--- src/rtl/timer_pkg.sv ---
package timer_pkg;
  localparam int CTL_RUN_BIT  = 7;
  localparam int CTL_IEN_BIT  = 6;
  localparam int CTL_CASC_BIT = 2;

  typedef struct packed {
    logic       run;
    logic       ien;
    logic       casc;
    logic [1:0] rate;
  } tmr_ctl_t;

  typedef enum logic {
    SEL_COUNT = 1'b0,
    SEL_CTRL  = 1'b1
  } tmr_sel_e;

  function automatic logic [7:0] ctl_to_byte(tmr_ctl_t c);
    return {c.run, c.ien, 3'b000, c.casc, c.rate};
  endfunction
endpackage

--- src/rtl/timer_prescaler.sv ---
module timer_prescaler #(
  parameter int SH1 = 6,
  parameter int SH2 = 8,
  parameter int SH3 = 10
) (
  input  logic       clk,
  input  logic       rst,
  input  logic       clear,
  input  logic       run,
  input  logic [1:0] rate,
  output logic       tick
);
  localparam int PW = SH3;

  logic [PW-1:0] phase_q;
  logic [PW-1:0] limit;

  always_comb begin
    case (rate)
      2'd0:    limit = '0;
      2'd1:    limit = PW'((1 << SH1) - 1);
      2'd2:    limit = PW'((1 << SH2) - 1);
      default: limit = PW'((1 << SH3) - 1);
    endcase
  end

  assign tick = run && (phase_q >= limit);

  always_ff @(posedge clk) begin
    if (rst || clear)
      phase_q <= '0;
    else if (run)
      phase_q <= tick ? '0 : phase_q + 1'b1;
  end
endmodule

--- src/rtl/timer_channel.sv ---
module timer_channel
  import timer_pkg::*;
#(
  parameter int W       = 16,
  parameter bit CASC_OK = 1'b1,
  parameter int SH1     = 6,
  parameter int SH2     = 8,
  parameter int SH3     = 10
) (
  input  logic         clk,
  input  logic         rst,
  input  logic         wr_ctl,
  input  logic         wr_rld,
  input  logic [W-1:0] wdata,
  input  logic         casc_in,
  output logic         ovf,
  output logic [W-1:0] cnt,
  output logic [W-1:0] rld,
  output tmr_ctl_t     ctl
);
  tmr_ctl_t     ctl_q;
  logic [W-1:0] cnt_q;
  logic [W-1:0] rld_q;
  logic         start_edge;
  logic         tick;
  logic         inc;

  assign start_edge = wr_ctl && wdata[CTL_RUN_BIT] && !ctl_q.run;

  timer_prescaler #(.SH1(SH1), .SH2(SH2), .SH3(SH3)) u_pre (
    .clk   (clk),
    .rst   (rst),
    .clear (start_edge),
    .run   (ctl_q.run && !ctl_q.casc),
    .rate  (ctl_q.rate),
    .tick  (tick)
  );

  assign inc = ctl_q.run && (ctl_q.casc ? casc_in : tick);
  assign ovf = inc && (cnt_q == '1);

  always_ff @(posedge clk) begin
    if (rst) begin
      ctl_q <= '0;
      rld_q <= '0;
      cnt_q <= '0;
    end else begin
      if (wr_ctl) begin
        ctl_q.run  <= wdata[CTL_RUN_BIT];
        ctl_q.ien  <= wdata[CTL_IEN_BIT];
        ctl_q.casc <= CASC_OK ? wdata[CTL_CASC_BIT] : 1'b0;
        ctl_q.rate <= wdata[1:0];
      end
      if (wr_rld)
        rld_q <= wdata;
      if (start_edge)
        cnt_q <= rld_q;
      else if (inc)
        cnt_q <= ovf ? rld_q : cnt_q + 1'b1;
    end
  end

  assign cnt = cnt_q;
  assign rld = rld_q;
  assign ctl = ctl_q;
endmodule

--- src/rtl/timer_group.sv ---
module timer_group
  import timer_pkg::*;
#(
  parameter int N   = 4,
  parameter int W   = 16,
  parameter int SH1 = 6,
  parameter int SH2 = 8,
  parameter int SH3 = 10
) (
  input  logic                 clk,
  input  logic                 rst,
  input  logic                 wr_en,
  input  logic                 rd_en,
  input  logic                 sel,
  input  logic [$clog2(N)-1:0] idx,
  input  logic [W-1:0]         wdata,
  output logic [W-1:0]         rdata,
  output logic [N-1:0]         irq
);
  localparam int IW = $clog2(N);

  logic [N-1:0][W-1:0] cnt_all;
  logic [N-1:0][W-1:0] rld_all;
  logic [N-1:0]        ovf_all;
  logic [N-1:0]        run_all;
  logic [N-1:0]        ien_all;
  logic [N-1:0]        casc_all;
  tmr_ctl_t            ctl_all [N];
  logic [N-1:0]        irq_q;
  logic [W-1:0]        rdata_q;

  for (genvar i = 0; i < N; i++) begin : g_ch
    logic casc_src;
    if (i == 0) begin : g_first
      assign casc_src = 1'b0;
    end else begin : g_chain
      assign casc_src = ovf_all[i-1];
    end

    timer_channel #(
      .W(W), .CASC_OK(i != 0), .SH1(SH1), .SH2(SH2), .SH3(SH3)
    ) u_ch (
      .clk     (clk),
      .rst     (rst),
      .wr_ctl  (wr_en && (sel == SEL_CTRL)  && (idx == IW'(i))),
      .wr_rld  (wr_en && (sel == SEL_COUNT) && (idx == IW'(i))),
      .wdata   (wdata),
      .casc_in (casc_src),
      .ovf     (ovf_all[i]),
      .cnt     (cnt_all[i]),
      .rld     (rld_all[i]),
      .ctl     (ctl_all[i])
    );

    assign run_all[i]  = ctl_all[i].run;
    assign ien_all[i]  = ctl_all[i].ien;
    assign casc_all[i] = ctl_all[i].casc;
  end

  always_ff @(posedge clk) begin
    if (rst) begin
      irq_q   <= '0;
      rdata_q <= '0;
    end else begin
      irq_q <= ovf_all & ien_all;
      if (rd_en)
        rdata_q <= (sel == SEL_CTRL) ? W'(ctl_to_byte(ctl_all[idx])) : cnt_all[idx];
    end
  end

  assign irq   = irq_q;
  assign rdata = rdata_q;
endmodule

--- config.mk ---
export PLATFORM = sky130hd
export DESIGN_NAME = timer_group
export DESIGN_NICKNAME = d
export VERILOG_FILES = /design/src/rtl/timer_pkg.sv /design/src/rtl/timer_prescaler.sv /design/src/rtl/timer_channel.sv /design/src/rtl/timer_group.sv
export SDC_FILE = /design/constraint.sdc
export NUM_CORES = 1
export LEC_CHECK = 0
export BUFFER_PORTS_ARGS = -buffer_cell sky130_fd_sc_hd__buf_2
export CORE_MARGIN = 4
export CORE_UTILIZATION = 50
export DETAILED_ROUTE_END_ITERATION = 8
export PLACE_DENSITY = 0.72
export SLEW_MARGIN = 20
export SYNTH_ARGS = -nofsm -noshare
export SYNTH_HDL_FRONTEND = slang
export SYNTH_HIERARCHICAL = 1
export SYNTH_SLANG_ARGS = --single-unit
--- constraint.sdc ---
create_clock -name clk -period 5.5 [get_ports clk]
set_input_delay 0.275 -clock clk [delete_from_list [all_inputs] [get_ports clk]]
set_output_delay 0.275 -clock clk [all_outputs]
set_load 0.05 [all_outputs]
==> flow_summary.toml, run 1 <==
[status]
status = "finished clean"

[setup_path]
required_ns = 5.95
critPathMaxFanout = 14
end_kind = "flop"
path_buf_inv = 1
worstPathCellList = "nand2_1, ha_1, o211ai_1, a211o_1, a21boi_4, nand2_2, nor2_2, nand2_2, inv_2, mux2_4, and4_4, and2_1, mux2_4, and4_4, and2_1, mux2_4, nand2_1, nor3_1, xnor2_1, a211oi_1"
slowest_delay_ns = 0.48
crit_arrival_ns = 5.51
path_class = "reg -> reg"
start_kind = "flop"
path_common_cell = "mux2_4"
cpMaxStageDelayCell = "dfxtp_1"
cp_top_family = "simple AND/OR/NAND/NOR gates"

[power]
internal_power_w = 0.00263
peakVddDrop_v = 0.000248
switching_share_pct = 23.7
combPwrFrac_pct = 6.6
p_sw_w = 0.000817
power_w = 0.00345
seq_power_share_pct = 45.6
power.density_nw_per_um2 = 287
p_clk_share_pct = 47.8
p_leak_nw = 4.28

[synthesis]
syn_area_um2 = 10900
avgSynthCellArea_um2 = 8.74
synth_cells = 1248
yosys_warnings = 6
synth_fp_nets = 1291

[sta]
tightestPinTransition_ns = 1.01
period_share_pct = 92.0
hold_viol = 0
slew_viol_final = 0
maxSlewHeadroom_pct = 32.6
setup_ws_ns = 0.441
fmax_ghz = 0.198
setup_tns_ns = 0
finClkSkew_ns = 0.0286
finalSetupViolations = 0
rsz0062_at_grt = "false"
post-route-min-period_ns = 5.06

[worst_hold_path]
holdCritPathClass = "in -> reg"

[floorplan]
placeableCoreArea_um2 = 21200
fp.dieH_um = 156
fp-row-count = 53
die-area_um2 = 24200
die_w_um = 156
start_util_pct = 51.4
io_pins = 43

[placement]
pre_cts_ws_ns = 0.333
gp_congestion = 0.977
placed_area_um2 = 11200
portBuffers = 42
dp_hpwl_um = 21900

[grt]
grt_max_degree = 85
grt_usage_pct = 25.1
grt_pass1_wl_um = 48900
antenna_found_initial = 0
grt_overflow = 0
grt_pass1_vias = 8712

[layout]
drive_above_1_share_pct = 12.9
fin_area_um2 = 12000
nets = 1302
syn2layout_area_growth_pct = 10.3
diodes = 0

[routing]
via_count = 9529
drt-pass1-iter-count = 5
routed_via_density = 6.14
routed_wl_um = 31100
ant_nets = 0
drtIter0Drc = 949
wire_per_inst_um = 20.1
drc = 0

[cts]
clk_latency_ns = 0.53
htree_levels = 1
clockBufferDepth = 3
cts_tree = "done"
clkSinkCount = 207
holdBufCountCts = 0
root_buffer = "clkbuf_16"
clk_pin_slew_ns = 0.06
cts_buffers = 24

[run]
maxCapViolations = 0
-- worst register-to-register path: stages (launching register included) --
cell	delay, ns
dfxtp_1	0.48
nand2_1	0.13
ha_1	0.31
o211ai_1	0.09
a211o_1	0.32
a21boi_4	0.37
nand2_2	0.21
nor2_2	0.25
nand2_2	0.10
inv_2	0.17
mux2_4	0.22
and4_4	0.27
and2_1	0.22
mux2_4	0.23
and4_4	0.27
and2_1	0.24
mux2_4	0.22
nand2_1	0.25
nor3_1	0.31
xnor2_1	0.10
a211oi_1	0.22
-- stage by stage --
step	instances	hold WS, ns	utilization, %
after detailed placement	1508	0.451	52.7
after global placement	1508	0.447	52.7
after global routing	1551	0.122	56.7
final	1551	0.128	56.7
after floorplan	1248	0.419	-
after CTS	1551	0.109	56.6
-- cells in the final DEF, fill, tap and decap left out, types with 8 or more instances in the layout --
cell       instances
buf_2             41
xor2_1            14
nand2_1           84
o21bai_1           8
a31oi_1           15
xnor2_1           19
ha_1              20
nand4_1           32
mux2_2             8
a211oi_1          13
dfxtp_1          207
clkbuf_16         24
mux4_2            11
nand3_1           28
nand2b_1          23
o22ai_1           17
and3_1            21
nor3_1            63
nor4_1            15
a21oi_1           82
nor2_1           189
o211ai_1          13
o21ai_0            9
inv_1             26
nor2b_1           17
mux2i_1          100
-- final timing paths --
path	start	endpoint	slack, ns	depth (start not counted)
max	g_ch[0].u_ch/ctl[1]	g_ch[3].u_ch/cnt[13]	0.44	20
min	wdata[13]	g_ch[2].u_ch/rld[13]	0.13	3
max reg2reg	g_ch[0].u_ch/ctl[1]	g_ch[3].u_ch/cnt[13]	0.44	20
min reg2reg	g_ch[2].u_ch/rld[14]	g_ch[2].u_ch/cnt[14]	0.46	2
-- layer usage --
layer	wire, um	GRT usage (%)	share of wire (%)	up-vias
li1	-	-	-	4579
met1	13800	36.0	44	4477
met2	13800	39.4	44	416
met3	2530	3.88	8.1	57
met4	938	7.13	3.0	0
met5	0	0	0	-
-- registers in the layout (all words and copies together) (netlist names) --
name and flops:
g_ch.u_ch/u_pre/phase_q 40, g_ch.u_ch/ctl 19, rdata 16, irq 4, g_ch.u_ch/rld 64, g_ch.u_ch/cnt 64
-- what timing repair did --
| item | CTS | global route |
|---|---|---|
| setup endpoints to repair | 0 | 6 |
| setup buffers | 0 | 0 |
| resized for setup | 0 | 2 |
-- final cells by class --
| type | instances | area, um2 |
|---|---|---|
| fillers | 1945 | 9200 |
| clock inverters | 9 | 134 |
| multi-input cells | 950 | 6340 |
| repair buffers | 48 | 262 |
| inverters | 28 | 105 |
| flip-flops and latches | 207 | 4140 |
| well taps | 275 | 344 |
| clock buffers | 34 | 698 |
-- power by group through the flow --
| stage | clock network (W) | logic [W] | registers (W) |
|---|---|---|---|
| after CTS | 0.00168 | 0.000225 | 0.00157 |
| final | 0.00165 | 0.000228 | 0.00157 |
| after detailed placement | 0 | 0.000224 | 0.00160 |
| after global routing | 0.00174 | 0.000246 | 0.00158 |
| after floorplan | 0 | 0.000151 | 0.00160 |
| after global placement | 0 | 0.000221 | 0.00160 |
Note: power is estimated with default switching activity, not from simulation.
==> run 2: changes to the inputs <==
ABC_AREA = 1   (was not set)
==> flow_summary.toml, run 2 <==
[sta]
hold_slack_ns = 0.132
tightestPinTransition_ns = 0.837
period_share_pct = 83.5
rsz0062_at_grt = "false"
slew_viol_final = 0
setup_tns_ns = 0
post-route-min-period_ns = 4.59
maxSlewHeadroom_pct = 44.1
finClkSkew_ns = 0.00816
setup_ws_ns = 0.907
finalSetupViolations = 0
hold_viol = 0
fmax_ghz = 0.218

[setup_path]
required_ns = 5.87
worst-r2r-cell-count = 31
regToRegSetupSlack_ns = 0.91
path_common_cell = "nand2_1"
critPathMaxFanout = 23
slowest_delay_ns = 0.54
crit_arrival_ns = 4.97
r2r_start = "g_ch[0].u_ch/ctl[1]"
path_class = "reg -> reg"
cpMaxStageDelayCell = "nand2_1"
start_kind = "flop"
end_kind = "flop"
r2r-end = "g_ch[3].u_ch/cnt[9]"

[synthesis]
yosys_warnings = 6
syn_area_um2 = 12100
synth_fp_nets = 1858
synth_cells = 1815
avgSynthCellArea_um2 = 6.66

[placement]
portBuffers = 42
gp_congestion = 0.965
dp_hpwl_um = 23900
placed_area_um2 = 12300
pre_cts_ws_ns = 0.940
dp_cells = 2119

[cts]
clockBufferDepth = 3
clkSinkCount = 207
clk_pin_slew_ns = 0.06
clk_latency_ns = 0.52
post_cts_resize_count = 0
post_cts_buffers = 0
cts_buffers = 25
holdBufCountCts = 0
htree_levels = 1
root_buffer = "clkbuf_16"
cts_tree = "done"

[routing]
wire_per_inst_um = 15.9
routed_wl_um = 34300
drc = 0
ant_nets = 0
routed_via_density = 5.39
drt-pass1-iter-count = 5
drtIter0Drc = 1108
via_count = 11656

[floorplan]
placeableCoreArea_um2 = 23600
fp-row-count = 56
die-area_um2 = 26700
fp.dieH_um = 163
start_util_pct = 51.2
die_w_um = 163
io_pins = 43

[layout]
syn2layout_area_growth_pct = 8.69
fin_cells = 2164
drive_above_1_share_pct = 12.8
fill_cells = 2354
nets = 1870
final_cell_mix = "nand2_1, dfxtp_1, inv_1"
final_common_cell = "nand2_1"
diodes = 0
fin_area_um2 = 13100

[power]
power.density_nw_per_um2 = 261
p_leak_nw = 5.43
peakVddDrop_v = 0.000169

[run]
maxCapViolations = 0

[status]
status = "finished clean"

[grt]
grt_overflow = 0
grt_usage_pct = 25.4
antenna_found_initial = 0
grt_max_degree = 46
grt_pass1_vias = 10713
grt_pass1_wl_um = 55300

[worst_hold_path]
min_to = "g_ch[1].u_ch/rld[4]"
hold_path_depth = 3
holdCritPathClass = "in -> reg"
hp-start = "wdata[4]"
[run 2: cell count changes in the layout (fill, tap and decap cells not counted), sizes merged, moves of 50 or more]
cell | before | now
nand2 | 86 | 538
inv | 28 | 204
nand3 | 30 | 170
o21ai | 9 | 122
mux2i | 100 | 4
nor3 | 70 | 12
nor2 | 193 | 243
[run 2: cell type report]
cell class              instances  area [um2]  area share (%)
inverters                     210         791            6.02
flip-flops and latches        207        4140            31.6
clock inverters                14         150            1.14
clock buffers                  31         668            5.09
well taps                     319         399            3.04
repair buffers                 44         228            1.73
multi-input cells            1339        6750            51.4
[run 2: how the worst max path moves through the flow]
stage                              startpoint                   end  slack (ns)  cells after the start
final                     g_ch[0].u_ch/ctl[1]   g_ch[3].u_ch/cnt[9]        0.91                     31
after global routing      g_ch[0].u_ch/ctl[1]   g_ch[3].u_ch/cnt[3]        0.42                     31
after CTS                 g_ch[0].u_ch/ctl[1]  g_ch[3].u_ch/cnt[11]        0.93                     31
after detailed placement  g_ch[0].u_ch/ctl[1]   g_ch[3].u_ch/cnt[0]        0.94                     32
after global placement    g_ch[0].u_ch/ctl[1]   g_ch[3].u_ch/cnt[3]        1.16                     31
after floorplan           g_ch[0].u_ch/ctl[1]   g_ch[3].u_ch/cnt[8]        1.73                     32
[run 2: worst max-delay path: cells and delay by family (launching register included)]
| kind | cells | cell delay, ns |
|---|---|---|
| AO/OA/AOI/OAI | 1 | 0.06 |
| adder cells (fa/ha/maj) | 1 | 0.31 |
| buffers and inverters | 8 | 0.72 |
| flip-flops | 1 | 0.49 |
| AND/OR/NAND/NOR | 21 | 2.85 |
[run 2: metrics by stage]
step / utilization, % / total power, W
after floorplan: - / 0.00172
after global placement: 52.1 / 0.00179
after detailed placement: 52.1 / 0.00179
after CTS: 55.6 / 0.00345
after global routing: 55.6 / 0.00355
final: 55.6 / 0.00343
[run 2: power breakdown]
| part | total (W) | leakage, nW | switching, W | internal, W |
|---|---|---|---|---|
| Sequential | 0.00155 | 1.67 | 0.0000216 | 0.00153 |
| Combinational | 0.000214 | 3.35 | 0.000159 | 0.0000550 |
| Clock | 0.00167 | 0.405 | 0.000668 | 0.00100 |
[run 2: metal layers]
layer	wire length, um	vias to the layer above	global-route usage (%)
li1	-	5825	-
met1	15700	5321	36.1
met2	14300	409	38.1
met3	2690	101	4.34
met4	1680	0	11.0
met5	0	-	0
